$ cat src/rtl/uart_rx_pkg.sv
package uart_rx_pkg;

  localparam int CHAR_W = 8;

  // Status bit positions
  localparam int ST_DR   = 0;
  localparam int ST_OE   = 1;
  localparam int ST_PE   = 2;
  localparam int ST_FE   = 3;
  localparam int ST_BI   = 4;
  localparam int ST_THRE = 5;
  localparam int ST_TEMT = 6;

  typedef struct packed {
    logic              pe;
    logic              fe;
    logic [CHAR_W-1:0] data;
  } rx_entry_t;

  typedef enum logic [2:0] {
    S_IDLE, S_START, S_DATA, S_PAR, S_STOP, S_BRK, S_WAITHI
  } rx_state_t;

  // 1 when data plus parity bit disagree with the configured sense
  function automatic logic parity_bad(input logic [CHAR_W-1:0] d,
                                      input logic pbit, input logic odd);
    return (^d) ^ pbit ^ odd;
  endfunction

  function automatic logic hold_empty_flag(input logic hold, input logic brk);
    return hold & ~brk;
  endfunction

  function automatic logic tx_empty_flag(input logic hold, input logic shift,
                                         input logic idle, input logic brk);
    return hold & shift & idle & ~brk;
  endfunction

endpackage

$ cat src/rtl/uart_rx_framer.sv
module uart_rx_framer
  import uart_rx_pkg::*;
#(
  parameter int OS_RATE = 16
) (
  input  logic      clk,
  input  logic      rst_n,
  input  logic      os_tick,
  input  logic      rx_s,
  input  logic      par_en,
  input  logic      par_odd,
  output logic      push_vld,
  output rx_entry_t push_entry,
  output logic      brk_evt
);

  localparam int CW = $clog2(OS_RATE);
  localparam int BW = $clog2(CHAR_W);
  localparam logic [CW-1:0] MID_C  = CW'(OS_RATE/2 - 1);
  localparam logic [CW-1:0] LAST_C = CW'(OS_RATE - 1);
  localparam logic [BW-1:0] LBIT_C = BW'(CHAR_W - 1);

  rx_state_t         state;
  logic [CW-1:0]     cnt;
  logic [BW-1:0]     bit_idx;
  logic [CHAR_W-1:0] shreg;
  logic              par_bit;

  // Named internal events
  logic tick_mid, tick_end, glitch_evt, stop_zero, zero_frame, frame_pe;
  assign tick_mid   = os_tick && (cnt == MID_C);
  assign tick_end   = os_tick && (cnt == LAST_C);
  assign glitch_evt = (state == S_START) && tick_mid && rx_s;
  assign stop_zero  = (state == S_STOP) && tick_end && !rx_s;
  assign zero_frame = (shreg == '0) && (!par_en || !par_bit);
  assign frame_pe   = par_en && parity_bad(shreg, par_bit, par_odd);

  always_ff @(posedge clk or negedge rst_n) begin
    if (!rst_n) begin
      state      <= S_IDLE;
      cnt        <= '0;
      bit_idx    <= '0;
      shreg      <= '0;
      par_bit    <= 1'b0;
      push_vld   <= 1'b0;
      push_entry <= '0;
      brk_evt    <= 1'b0;
    end else begin
      push_vld <= 1'b0;
      brk_evt  <= 1'b0;
      case (state)
        S_IDLE: if (os_tick && !rx_s) begin
          state <= S_START;
          cnt   <= '0;
        end
        S_START: if (os_tick) begin
          if (cnt == MID_C) begin
            cnt     <= '0;
            bit_idx <= '0;
            state   <= rx_s ? S_IDLE : S_DATA;
          end else begin
            cnt <= cnt + 1'b1;
          end
        end
        S_DATA: if (os_tick) begin
          cnt <= (cnt == LAST_C) ? '0 : cnt + 1'b1;
          if (tick_end) begin
            shreg <= {rx_s, shreg[CHAR_W-1:1]};
            if (bit_idx == LBIT_C) state <= par_en ? S_PAR : S_STOP;
            else                   bit_idx <= bit_idx + 1'b1;
          end
        end
        S_PAR: if (os_tick) begin
          cnt <= (cnt == LAST_C) ? '0 : cnt + 1'b1;
          if (tick_end) begin
            par_bit <= rx_s;
            state   <= S_STOP;
          end
        end
        S_STOP: if (os_tick) begin
          cnt <= (cnt == LAST_C) ? '0 : cnt + 1'b1;
          if (tick_end) begin
            if (rx_s) begin
              push_vld   <= 1'b1;
              push_entry <= '{pe: frame_pe, fe: 1'b0, data: shreg};
              state      <= S_IDLE;
            end else if (zero_frame) begin
              state <= S_BRK;
            end else begin
              push_vld   <= 1'b1;
              push_entry <= '{pe: frame_pe, fe: 1'b1, data: shreg};
              state      <= S_WAITHI;
            end
          end
        end
        S_BRK: if (os_tick) begin
          if (rx_s) begin
            // short all-zero frame: plain framing error
            push_vld   <= 1'b1;
            push_entry <= '{pe: frame_pe, fe: 1'b1, data: shreg};
            state      <= S_IDLE;
          end else if (cnt == LAST_C) begin
            push_vld   <= 1'b1;
            push_entry <= '{pe: 1'b0, fe: 1'b1, data: '0};
            brk_evt    <= 1'b1;
            state      <= S_WAITHI;
          end else begin
            cnt <= cnt + 1'b1;
          end
        end
        S_WAITHI: if (os_tick && rx_s) state <= S_IDLE;
        default: state <= S_IDLE;
      endcase
    end
  end

  p_glitch_idle_r8: assert property (@(posedge clk) disable iff (!rst_n)
    glitch_evt |=> (state == S_IDLE) && !push_vld);

  p_fe_tag_r3: assert property (@(posedge clk) disable iff (!rst_n)
    (stop_zero && !zero_frame) |=> push_vld && push_entry.fe);

  p_brk_null_r6: assert property (@(posedge clk) disable iff (!rst_n)
    brk_evt |-> push_vld && (push_entry.data == '0) && push_entry.fe && !push_entry.pe);

  p_wait_high_r7: assert property (@(posedge clk) disable iff (!rst_n)
    ((state == S_WAITHI) && !rx_s) |=> (state == S_WAITHI) && !push_vld);

endmodule

$ cat src/rtl/uart_rx_fifo.sv
module uart_rx_fifo
  import uart_rx_pkg::*;
#(
  parameter int DEPTH = 16
) (
  input  logic      clk,
  input  logic      rst_n,
  input  logic      push,
  input  rx_entry_t wr_entry,
  input  logic      pop,
  output rx_entry_t head,
  output logic      empty,
  output logic      full,
  output logic      overrun_evt
);

  localparam int AW = $clog2(DEPTH);
  localparam logic [AW:0]   DEPTH_C = (AW+1)'(DEPTH);
  localparam logic [AW-1:0] LASTP_C = AW'(DEPTH - 1);

  rx_entry_t     mem [DEPTH];
  logic [AW-1:0] wr_ptr, rd_ptr;
  logic [AW:0]   count;
  logic          push_ok, pop_ok;

  assign empty       = (count == '0);
  assign full        = (count == DEPTH_C);
  assign push_ok     = push && !full;
  assign pop_ok      = pop && !empty;
  assign overrun_evt = push && full;
  assign head        = mem[rd_ptr];

  always_ff @(posedge clk) begin
    if (push_ok) mem[wr_ptr] <= wr_entry;
  end

  always_ff @(posedge clk or negedge rst_n) begin
    if (!rst_n) begin
      wr_ptr <= '0;
      rd_ptr <= '0;
      count  <= '0;
    end else begin
      if (push_ok) wr_ptr <= (wr_ptr == LASTP_C) ? '0 : wr_ptr + 1'b1;
      if (pop_ok)  rd_ptr <= (rd_ptr == LASTP_C) ? '0 : rd_ptr + 1'b1;
      case ({push_ok, pop_ok})
        2'b10:   count <= count + 1'b1;
        2'b01:   count <= count - 1'b1;
        default: count <= count;
      endcase
    end
  end

  p_overrun_hold_r9: assert property (@(posedge clk) disable iff (!rst_n)
    (overrun_evt && !pop) |=> full);

  p_ready_after_push_r1: assert property (@(posedge clk) disable iff (!rst_n)
    push_ok |=> !empty);

  p_no_overflow_r9: assert property (@(posedge clk) disable iff (!rst_n)
    count <= DEPTH_C);

endmodule

$ cat src/rtl/uart_rx_lsr.sv
module uart_rx_lsr
  import uart_rx_pkg::*;
#(
  parameter int OS_RATE    = 16,
  parameter int FIFO_DEPTH = 16
) (
  input  logic        clk,
  input  logic        rst_n,
  input  logic        os_tick,
  input  logic        rx_in,
  input  logic        par_en,
  input  logic        par_odd,
  input  logic        host_rd_data,
  input  logic        host_rd_status,
  output logic [7:0]  rx_data,
  output logic [7:0]  line_status,
  input  logic        tx_hold_empty,
  input  logic        tx_shift_empty,
  input  logic        tx_idle,
  input  logic        tx_break_cmd
);

  logic      rx_m, rx_s;
  logic      push_vld, brk_evt;
  rx_entry_t push_entry, head;
  logic      fifo_empty, fifo_full, overrun_evt;
  logic      ack_q, oe_q, bi_q;
  logic      head_pe, head_fe;

  always_ff @(posedge clk or negedge rst_n) begin
    if (!rst_n) begin
      rx_m <= 1'b1;
      rx_s <= 1'b1;
    end else begin
      rx_m <= rx_in;
      rx_s <= rx_m;
    end
  end

  uart_rx_framer #(.OS_RATE(OS_RATE)) u_framer (
    .clk        (clk),
    .rst_n      (rst_n),
    .os_tick    (os_tick),
    .rx_s       (rx_s),
    .par_en     (par_en),
    .par_odd    (par_odd),
    .push_vld   (push_vld),
    .push_entry (push_entry),
    .brk_evt    (brk_evt)
  );

  uart_rx_fifo #(.DEPTH(FIFO_DEPTH)) u_fifo (
    .clk         (clk),
    .rst_n       (rst_n),
    .push        (push_vld),
    .wr_entry    (push_entry),
    .pop         (host_rd_data),
    .head        (head),
    .empty       (fifo_empty),
    .full        (fifo_full),
    .overrun_evt (overrun_evt)
  );

  // Sticky flags; a new event wins over a same-cycle status read
  always_ff @(posedge clk or negedge rst_n) begin
    if (!rst_n) begin
      ack_q <= 1'b0;
      oe_q  <= 1'b0;
      bi_q  <= 1'b0;
    end else begin
      bi_q <= brk_evt ? 1'b1 : (host_rd_status ? 1'b0 : bi_q);
      oe_q <= overrun_evt ? 1'b1 : (host_rd_status ? 1'b0 : oe_q);
      if (fifo_empty || host_rd_data) ack_q <= 1'b0;
      else if (host_rd_status)        ack_q <= 1'b1;
    end
  end

  assign head_pe = !fifo_empty && head.pe && !ack_q;
  assign head_fe = !fifo_empty && head.fe && !ack_q;
  assign rx_data = fifo_empty ? '0 : head.data;

  always_comb begin
    line_status          = '0;
    line_status[ST_DR]   = !fifo_empty;
    line_status[ST_OE]   = oe_q;
    line_status[ST_PE]   = head_pe;
    line_status[ST_FE]   = head_fe;
    line_status[ST_BI]   = bi_q;
    line_status[ST_THRE] = hold_empty_flag(tx_hold_empty, tx_break_cmd);
    line_status[ST_TEMT] = tx_empty_flag(tx_hold_empty, tx_shift_empty, tx_idle, tx_break_cmd);
  end

  p_bi_clear_r5: assert property (@(posedge clk) disable iff (!rst_n)
    (host_rd_status && !brk_evt) |=> !line_status[ST_BI]);

  p_err_clear_r5: assert property (@(posedge clk) disable iff (!rst_n)
    (host_rd_status && !host_rd_data && !fifo_empty) |=>
      !line_status[ST_PE] && !line_status[ST_FE]);

  p_brk_sets_bi_r6: assert property (@(posedge clk) disable iff (!rst_n)
    brk_evt |=> line_status[ST_BI] && line_status[ST_DR]);

  p_overrun_flag_r9: assert property (@(posedge clk) disable iff (!rst_n)
    overrun_evt |=> line_status[ST_OE]);

endmodule

$ cat config.mk
export PLATFORM = sky130hd
export DESIGN_NAME = uart_rx_lsr
export DESIGN_NICKNAME = d
export VERILOG_FILES = /design/src/rtl/uart_rx_pkg.sv /design/src/rtl/uart_rx_framer.sv /design/src/rtl/uart_rx_fifo.sv /design/src/rtl/uart_rx_lsr.sv
export SDC_FILE = /design/constraint.sdc
export NUM_CORES = 1
export LEC_CHECK = 0
export BUFFER_PORTS_ARGS = -buffer_cell sky130_fd_sc_hd__buf_4
export CAP_MARGIN = 20
export CORE_ASPECT_RATIO = 0.7
export CORE_MARGIN = 5
export CORE_UTILIZATION = 30
export CTS_CLUSTER_SIZE = 25
export DETAILED_ROUTE_END_ITERATION = 16
export PLACE_DENSITY_LB_ADDON = 0.15
export SYNTH_ARGS = -nofsm -noshare
export SYNTH_HDL_FRONTEND = slang
export SYNTH_SLANG_ARGS = --single-unit
$ cat constraint.sdc
create_clock -name clk -period 3.99 [get_ports clk]
set_clock_uncertainty 0.05 [all_clocks]
set_input_delay 0.798 -clock clk [delete_from_list [all_inputs] [get_ports clk]]
set_output_delay 0.798 -clock clk [all_outputs]
set_load 0.05 [all_outputs]
==> results.py, run 1 <==
metrics = {
    "cells_and_area": {
        "nets": 622,
        "n_antenna_cell": 0,
        "areaGrowthSynthToFinish_pct": 15.33,
        "final-instance-count-excl-fill": 997,
        "drive_gt1_share_pct": 18.95,
        "mostFrequentLayoutCell": "edfxtp_1",
        "mostFrequentLayoutCells": "edfxtp_1 (160), nand2_1 (50), dfrtp_1 (46), buf_4 (42), clkbuf_16 (25)",
    },
    "clock_tree": {
        "h-tree-depth": 1,
        "cts_made_buffers": 24,
        "clock_sinks": 209,
        "hold_buffers": 0,
        "cts_tree": "built",
        "cts_resized": 0,
        "post_cts.repair.setup_buffers": 0,
        "cts_root_buf": "clkbuf_16",
        "clockBufferDepth": 3,
        "clock_latency_ns": 0.51,
        "path_clk_slew_ns": 0.06,
    },
    "synth": {
        "ys_ff_latch": 209,
        "synthFlopType": "edfxtp_1",
        "yosys.cell_types.count": 68,
        "ys_seq_area_share_pct": 66.90,
        "synth.area.top_cells": "edfxtp_1 (53%), dfrtp_1 (13%), mux4_2 (5.7%)",
        "synth_top_area_cell": "edfxtp_1",
        "async_flop_share_pct": 23.44,
        "synth.avg_cell_area_sq_um": 16.13,
        "yosysWarnings": 0,
        "synth_top_cell_area_share_pct": 53.27,
        "synth_cells": 559,
        "synth_fp_nets": 587,
        "synth_area_sq_mm": 0.009019,
        "synth_edf_count": 160,
    },
    "floorplan": {
        "fp.coreArea_sq_mm": 0.02984,
        "dieArea_sq_mm": 0.03369,
        "rows": 53,
        "ios": 28,
        "start_util_pct": 30.22,
        "die_h_microns": 155.1,
        "die_w_microns": 217.2,
    },
    "power": {
        "total_power_uw": 6731,
        "seq_power_share_pct": 39.8,
        "swShare_pct": 31.77,
        "combPwrFrac_pct": 26.4,
        "powerDensity_mw_per_mm2": 647.2,
        "vdd_drop_max_uv": 320.4,
        "leakage_uw": 0.003689,
        "p_sw_uw": 2139,
        "clkPwrFrac_pct": 33.8,
        "p_int_uw": 4592,
    },
    "critical_path": {
        "cpPeakStageDelay_ns": 0.69,
        "cp_num_buf_inv": 1,
        "rrSetupSlack_ns": 0.55,
        "cp.depth": 5,
        "worstPathRequired_ns": 3.14,
        "worstReg2RegEnd": "u_fifo.count[4]",
        "worstPathMaxFanout": 16,
        "crit_family": "flip-flops",
        "rr_startpoint": "u_fifo.count[2]",
        "worstRegToRegCells": 13,
        "endpoint_kind": "primary output",
        "crit_slowest_cell": "dfrtp_2",
        "start_kind": "flip-flop",
        "worstPathArrival_ns": 2.74,
        "worstSetupPathType": "reg2out",
        "crit_chain": "mux4_1, nor2b_1, a211oi_1, a2111oi_2, buf_4",
    },
    "status": {
        "status": "finished clean",
    },
    "global_route": {
        "grt_pass1_vias": 5048,
        "antenna_found_initial": 0,
        "grt_max_degree": 50,
        "grt_overflow": 0,
        "grt_pass1_wl_mm": 30.22,
        "grt_usage_pct": 11.48,
    },
    "sta": {
        "rsz0062_at_grt": "false",
        "finalMaxSlewViolations": 0,
        "clock.fmax_ghz": 0.2789,
        "hold_viol_final": 0,
        "setup_viol": 0,
        "fin_setup_tns_ns": 0,
        "timing.final.crit_period_ns": 3.585,
        "worst_pin_slew_ns": 1.017,
        "fin_crit_sh_pct": 89.86,
        "relSlewSlack_pct": 31.98,
    },
    "placement": {
        "port-buffer-count": 26,
        "dp_hpwl_mm": 12.32,
        "dp.cells": 953,
        "gp_congestion": 0.7223,
    },
    "routing": {
        "drt_iter0_drc": 317,
        "post_drt_wl_per_cell_microns": 19.16,
        "ant_nets": 0,
        "wl_mm": 19.10,
        "drc": 0,
        "vias": 4754,
        "vias_per_cell": 4.768,
        "drtPass1Iterations": 6,
    },
    "hold_path": {
        "hp-class": "in2async",
    },
    "flow_run": {
        "maxCapViolations": 0,
    },
}
[layout make-up]
type / count / area [sq um]
Fill cell: 2865 / 19440
Sequential cell: 209 / 6035
Multi-Input combinational cell: 296 / 2646
Clock buffer: 27 / 633.1
Tap cell: 385 / 481.7
Timing Repair Buffer: 43 / 335.3
Clock inverter: 17 / 195.2
Inverter: 20 / 75.07
[registers in the layout, summed over array words and instances, names as in the netlist]
| name | flops |
|---|---|
| ack_q | 1 |
| bi_q | 1 |
| oe_q | 1 |
| rx_m | 1 |
| rx_s | 1 |
| u_fifo.count | 5 |
| u_fifo.mem | 160 |
| u_fifo.rd_ptr | 4 |
| u_fifo.wr_ptr | 4 |
| u_framer.bit_idx | 3 |
| u_framer.brk_evt | 1 |
| u_framer.cnt | 4 |
| u_framer.par_bit | 1 |
| u_framer.push_entry | 10 |
| u_framer.push_vld | 1 |
| u_framer.shreg | 8 |
| u_framer.state | 3 |
[cell families after synthesis]
family                     share of synthesized area, %
AOI/OAI and AO/OA                                 6.687
xor gates and xnor gates                          1.262
buffers and inverters                             3.760
adders and majority gates                         2.220
other                                           0.04158
and+or+nand+nor                                   6.077
muxes                                             13.05
DFF                                               66.90
[per-stage QoR]
stage                     hold slack (ns)  setup WS (ns)  utilization [%]  cell area (sq um)
after floorplan                    0.2952         0.7201                -               9019
after global placement             0.3022         0.5532            32.03               9558
after detailed placement           0.3034         0.5217            32.08               9573
after CTS                          0.2797         0.2884            34.86              10400
after global routing               0.3057         0.2157            34.86              10400
final                              0.2682         0.4048            34.86              10400
[synth_stat cells, drive strengths merged (2+ instances only)]
| library cell | n |
|---|---|
| a21oi | 15 |
| edfxtp | 160 |
| mux2i | 19 |
| a211oi | 3 |
| xor2 | 5 |
| inv | 20 |
| mux4 | 40 |
| o22ai | 8 |
| mux2 | 2 |
| and2b | 2 |
| or3b | 2 |
| nand2b | 7 |
| dfstp | 2 |
| a2111oi | 3 |
| a21o | 5 |
| o311ai | 2 |
| and3 | 3 |
| a32o | 2 |
| buf | 33 |
| nor3 | 9 |
| nor2b | 5 |
| nand3 | 12 |
| ha | 16 |
| nor2 | 16 |
| nand4 | 2 |
| o21ai | 34 |
| nand2 | 51 |
| dfrtp | 47 |
| o211ai | 2 |
| xnor2 | 8 |
[how the worst max path moves through the flow]
stage / from / endpoint / slack [ns]
after floorplan: u_fifo.count[1] / u_fifo.count[4] / 0.72
after global placement: u_fifo.count[2] / u_fifo.count[4] / 0.55
after detailed placement: u_fifo.count[2] / u_fifo.count[4] / 0.52
after CTS: u_fifo.rd_ptr[0] / line_status[3] / 0.29
after global routing: u_fifo.count[2] / u_fifo.count[4] / 0.22
final: u_fifo.rd_ptr[0] / line_status[3] / 0.40
[worst reg2reg max path, cell delays in order (launching register included)]
cell	delay (ns)
dfrtp_1	0.44
nor4_1	0.48
and2b_2	0.28
inv_2	0.07
nand2_1	0.13
inv_1	0.08
ha_1	0.32
xor2_1	0.21
ha_1	0.24
a21boi_0	0.13
o221a_1	0.28
o21ai_1	0.11
or3b_1	0.37
xnor2_1	0.13
[power groups by stage]
stage	Clock (uW)	Sequential, uW	Combinational, uW
after global routing	2440	2700	1930
after global placement	0	2710	1800
after CTS	2350	2680	1820
after floorplan	0	2570	1540
after detailed placement	0	2720	1810
final	2270	2680	1780
[per-layer routing]
| metal | GRT usage (%) | vias to the layer above | part of all wire (%) | wire (microns) |
|---|---|---|---|---|
| met1 | 16.35 | 2415 | 48 | 9263 |
| met2 | 18.37 | 74 | 46 | 8834 |
| met3 | 2.393 | 23 | 3.7 | 702 |
| li1 | - | 2242 | - | - |
| met5 | 0 | - | 0 | 0 |
| met4 | 2.436 | 0 | 1.6 | 301 |
No activity file was read; power rests on OpenSTA's default activity.
==> run 2: changes to the inputs <==
SYNTH_HIERARCHICAL = 1   (was unset)
==> results.py, run 2 <==
metrics = {
    "cells_and_area": {
        "top_regs": "u_fifo/mem (160), u_framer/push_entry (10), u_framer/shreg (8)",
        "fillCellCount": 2900,
        "top_register": "u_fifo/mem",
        "mostFrequentLayoutCells": "edfxtp_1 (160), nand2_1 (52), mux2i_1 (51), dfrtp_1 (46), buf_4 (45)",
        "nets": 670,
        "drive_gt1_share_pct": 17.84,
        "areaGrowthSynthToFinish_pct": 14.99,
        "largest_reg_flops": 160,
        "mostFrequentLayoutCell": "edfxtp_1",
        "n_antenna_cell": 0,
    },
    "critical_path": {
        "worstPathArrival_ns": 3.06,
        "crit_family": "compound AO/OA/AOI/OAI gates",
        "start_kind": "flip-flop",
        "cp_num_buf_inv": 2,
        "worstSetupPathType": "reg2out",
        "worstPathMaxFanout": 36,
        "worstPathRequired_ns": 3.14,
        "cpPeakStageDelay_ns": 0.84,
        "crit_chain": "buf_12, mux2i_1, a221oi_1, a22oi_1, nand2_1, nor2b_1, buf_4",
        "crit_slowest_cell": "dfrtp_4",
        "endpoint_kind": "primary output",
    },
    "clock_tree": {
        "post_cts.repair.setup_buffers": 0,
        "cts_made_buffers": 23,
        "h-tree-depth": 1,
        "cts_tree": "built",
        "path_clk_slew_ns": 0.06,
        "clock_sinks": 209,
        "hold_buffers": 0,
        "clockBufferDepth": 3,
        "clock_latency_ns": 0.50,
        "cts_resized": 0,
        "cts_root_buf": "clkbuf_16",
    },
    "flow_run": {
        "maxCapViolations": 0,
    },
    "synth": {
        "yosysWarnings": 6,
        "synth.avg_cell_area_sq_um": 14.94,
        "synth_area_sq_mm": 0.009009,
        "synth_fp_nets": 632,
        "synth_cells": 603,
    },
    "floorplan": {
        "start_util_pct": 30.19,
        "ios": 28,
        "fp.coreArea_sq_mm": 0.02984,
        "die_h_microns": 155.0,
        "rows": 53,
        "dieArea_sq_mm": 0.03365,
        "die_w_microns": 217.1,
    },
    "power": {
        "p_int_uw": 4641,
        "clkPwrFrac_pct": 27.2,
        "seq_power_share_pct": 40.7,
        "combPwrFrac_pct": 32.0,
        "leakage_uw": 0.004039,
        "p_sw_uw": 2531,
        "vdd_drop_max_uv": 271.8,
        "powerDensity_mw_per_mm2": 692.3,
        "swShare_pct": 35.29,
    },
    "placement": {
        "dp_hpwl_mm": 13.53,
        "gp_congestion": 0.7496,
        "port-buffer-count": 26,
    },
    "sta": {
        "clock.fmax_ghz": 0.2558,
        "rsz0062_at_grt": "false",
        "fin_hold_ws_ns": 0.2750,
        "fin_setup_tns_ns": 0,
        "finalMaxSlewViolations": 0,
        "setup_viol": 0,
        "relSlewSlack_pct": 33.77,
        "timing.final.crit_period_ns": 3.910,
        "fin_crit_sh_pct": 97.99,
        "worst_pin_slew_ns": 0.9898,
        "hold_viol_final": 0,
    },
    "global_route": {
        "grt_overflow": 0,
        "grt_usage_pct": 11.93,
        "grt_pass1_wl_mm": 31.45,
        "grt_max_degree": 50,
        "antenna_found_initial": 0,
        "grt_pass1_vias": 5073,
    },
    "routing": {
        "drc": 0,
        "post_drt_wl_per_cell_microns": 19.26,
        "wl_mm": 20.05,
        "drtPass1Iterations": 5,
        "ant_nets": 0,
        "drt_iter0_drc": 450,
        "vias_per_cell": 4.811,
        "vias": 5008,
    },
    "hold_path": {
        "hp-class": "in2async",
    },
    "status": {
        "status": "finished clean",
    },
}
==> run 2: metal layers <==
| layer | vias up | wire length [microns] | GRT usage (%) |
|---|---|---|---|
| li1 | 2360 | - | - |
| met5 | - | 0 | 0 |
| met3 | 18 | 834 | 1.828 |
| met2 | 94 | 8838 | 17.73 |
| met4 | 0 | 284 | 2.135 |
| met1 | 2536 | 10090 | 18.70 |
==> run 2: path summary, 6_finish.rpt <==
path | depth (start not counted) | start | to | slack (ns)
worst min register to register | 0 | rx_m | rx_s | 0.31
worst max register to register | 8 | u_fifo/count[3] | u_fifo/count[4] | 1.13
max in group asynchronous | 1 | rst_n | u_fifo/rd_ptr[0] | 3.12
worst min-delay path | 1 | rst_n | u_framer/state[2] | 0.27
min in group clk | 0 | rx_m | rx_s | 0.31
worst max-delay path | 7 | u_fifo/rd_ptr[0] | rx_data[5] | 0.08
==> run 2: power by group through the flow <==
stage	Clock (uW)	Combinational, uW	Sequential (uW)
after floorplan	0	1890	2740
after global placement	0	2320	2960
after detailed placement	0	2330	2970
after CTS	2020	2330	2930
after global routing	2110	2500	2970
final	1950	2300	2920
==> run 2: final cells by class <==
cell class                 count  area (sq um)  area share, %
clock buffer                  27         590.6          5.701
sequential                   209          6037          58.28
tap                          385         481.7          4.650
multi-input combinational    331          2659          25.67
timing repair buffer          49         391.6          3.781
clock inverter                13         97.59         0.9421
inverter                      27         101.3         0.9784
==> run 2: through the flow <==
step / setup WS (ns) / instance area, sq um / cells / util, % / total power (uW)
after floorplan: 1.081 / 9009 / 603 / - / 4628
after global placement: 0.6206 / 9637 / 998 / 32.29 / 5274
after detailed placement: 0.6337 / 9671 / 1001 / 32.41 / 5298
after CTS: 0.1055 / 10360 / 1041 / 34.71 / 7275
after global routing: 0.008850 / 10360 / 1041 / 34.71 / 7578
final: 0.08028 / 10360 / 1041 / 34.71 / 7172
==> run 2: worst register-to-register path, delay by kind of cell, from the launching register on <==
kind / cells / cell delay, ns
flops: 1 / 0.42
simple gates: 1 / 0.58
compound gates: 3 / 0.61
xor+xnor: 1 / 0.13
fa+ha+maj: 2 / 0.77
mux: 1 / 0.23
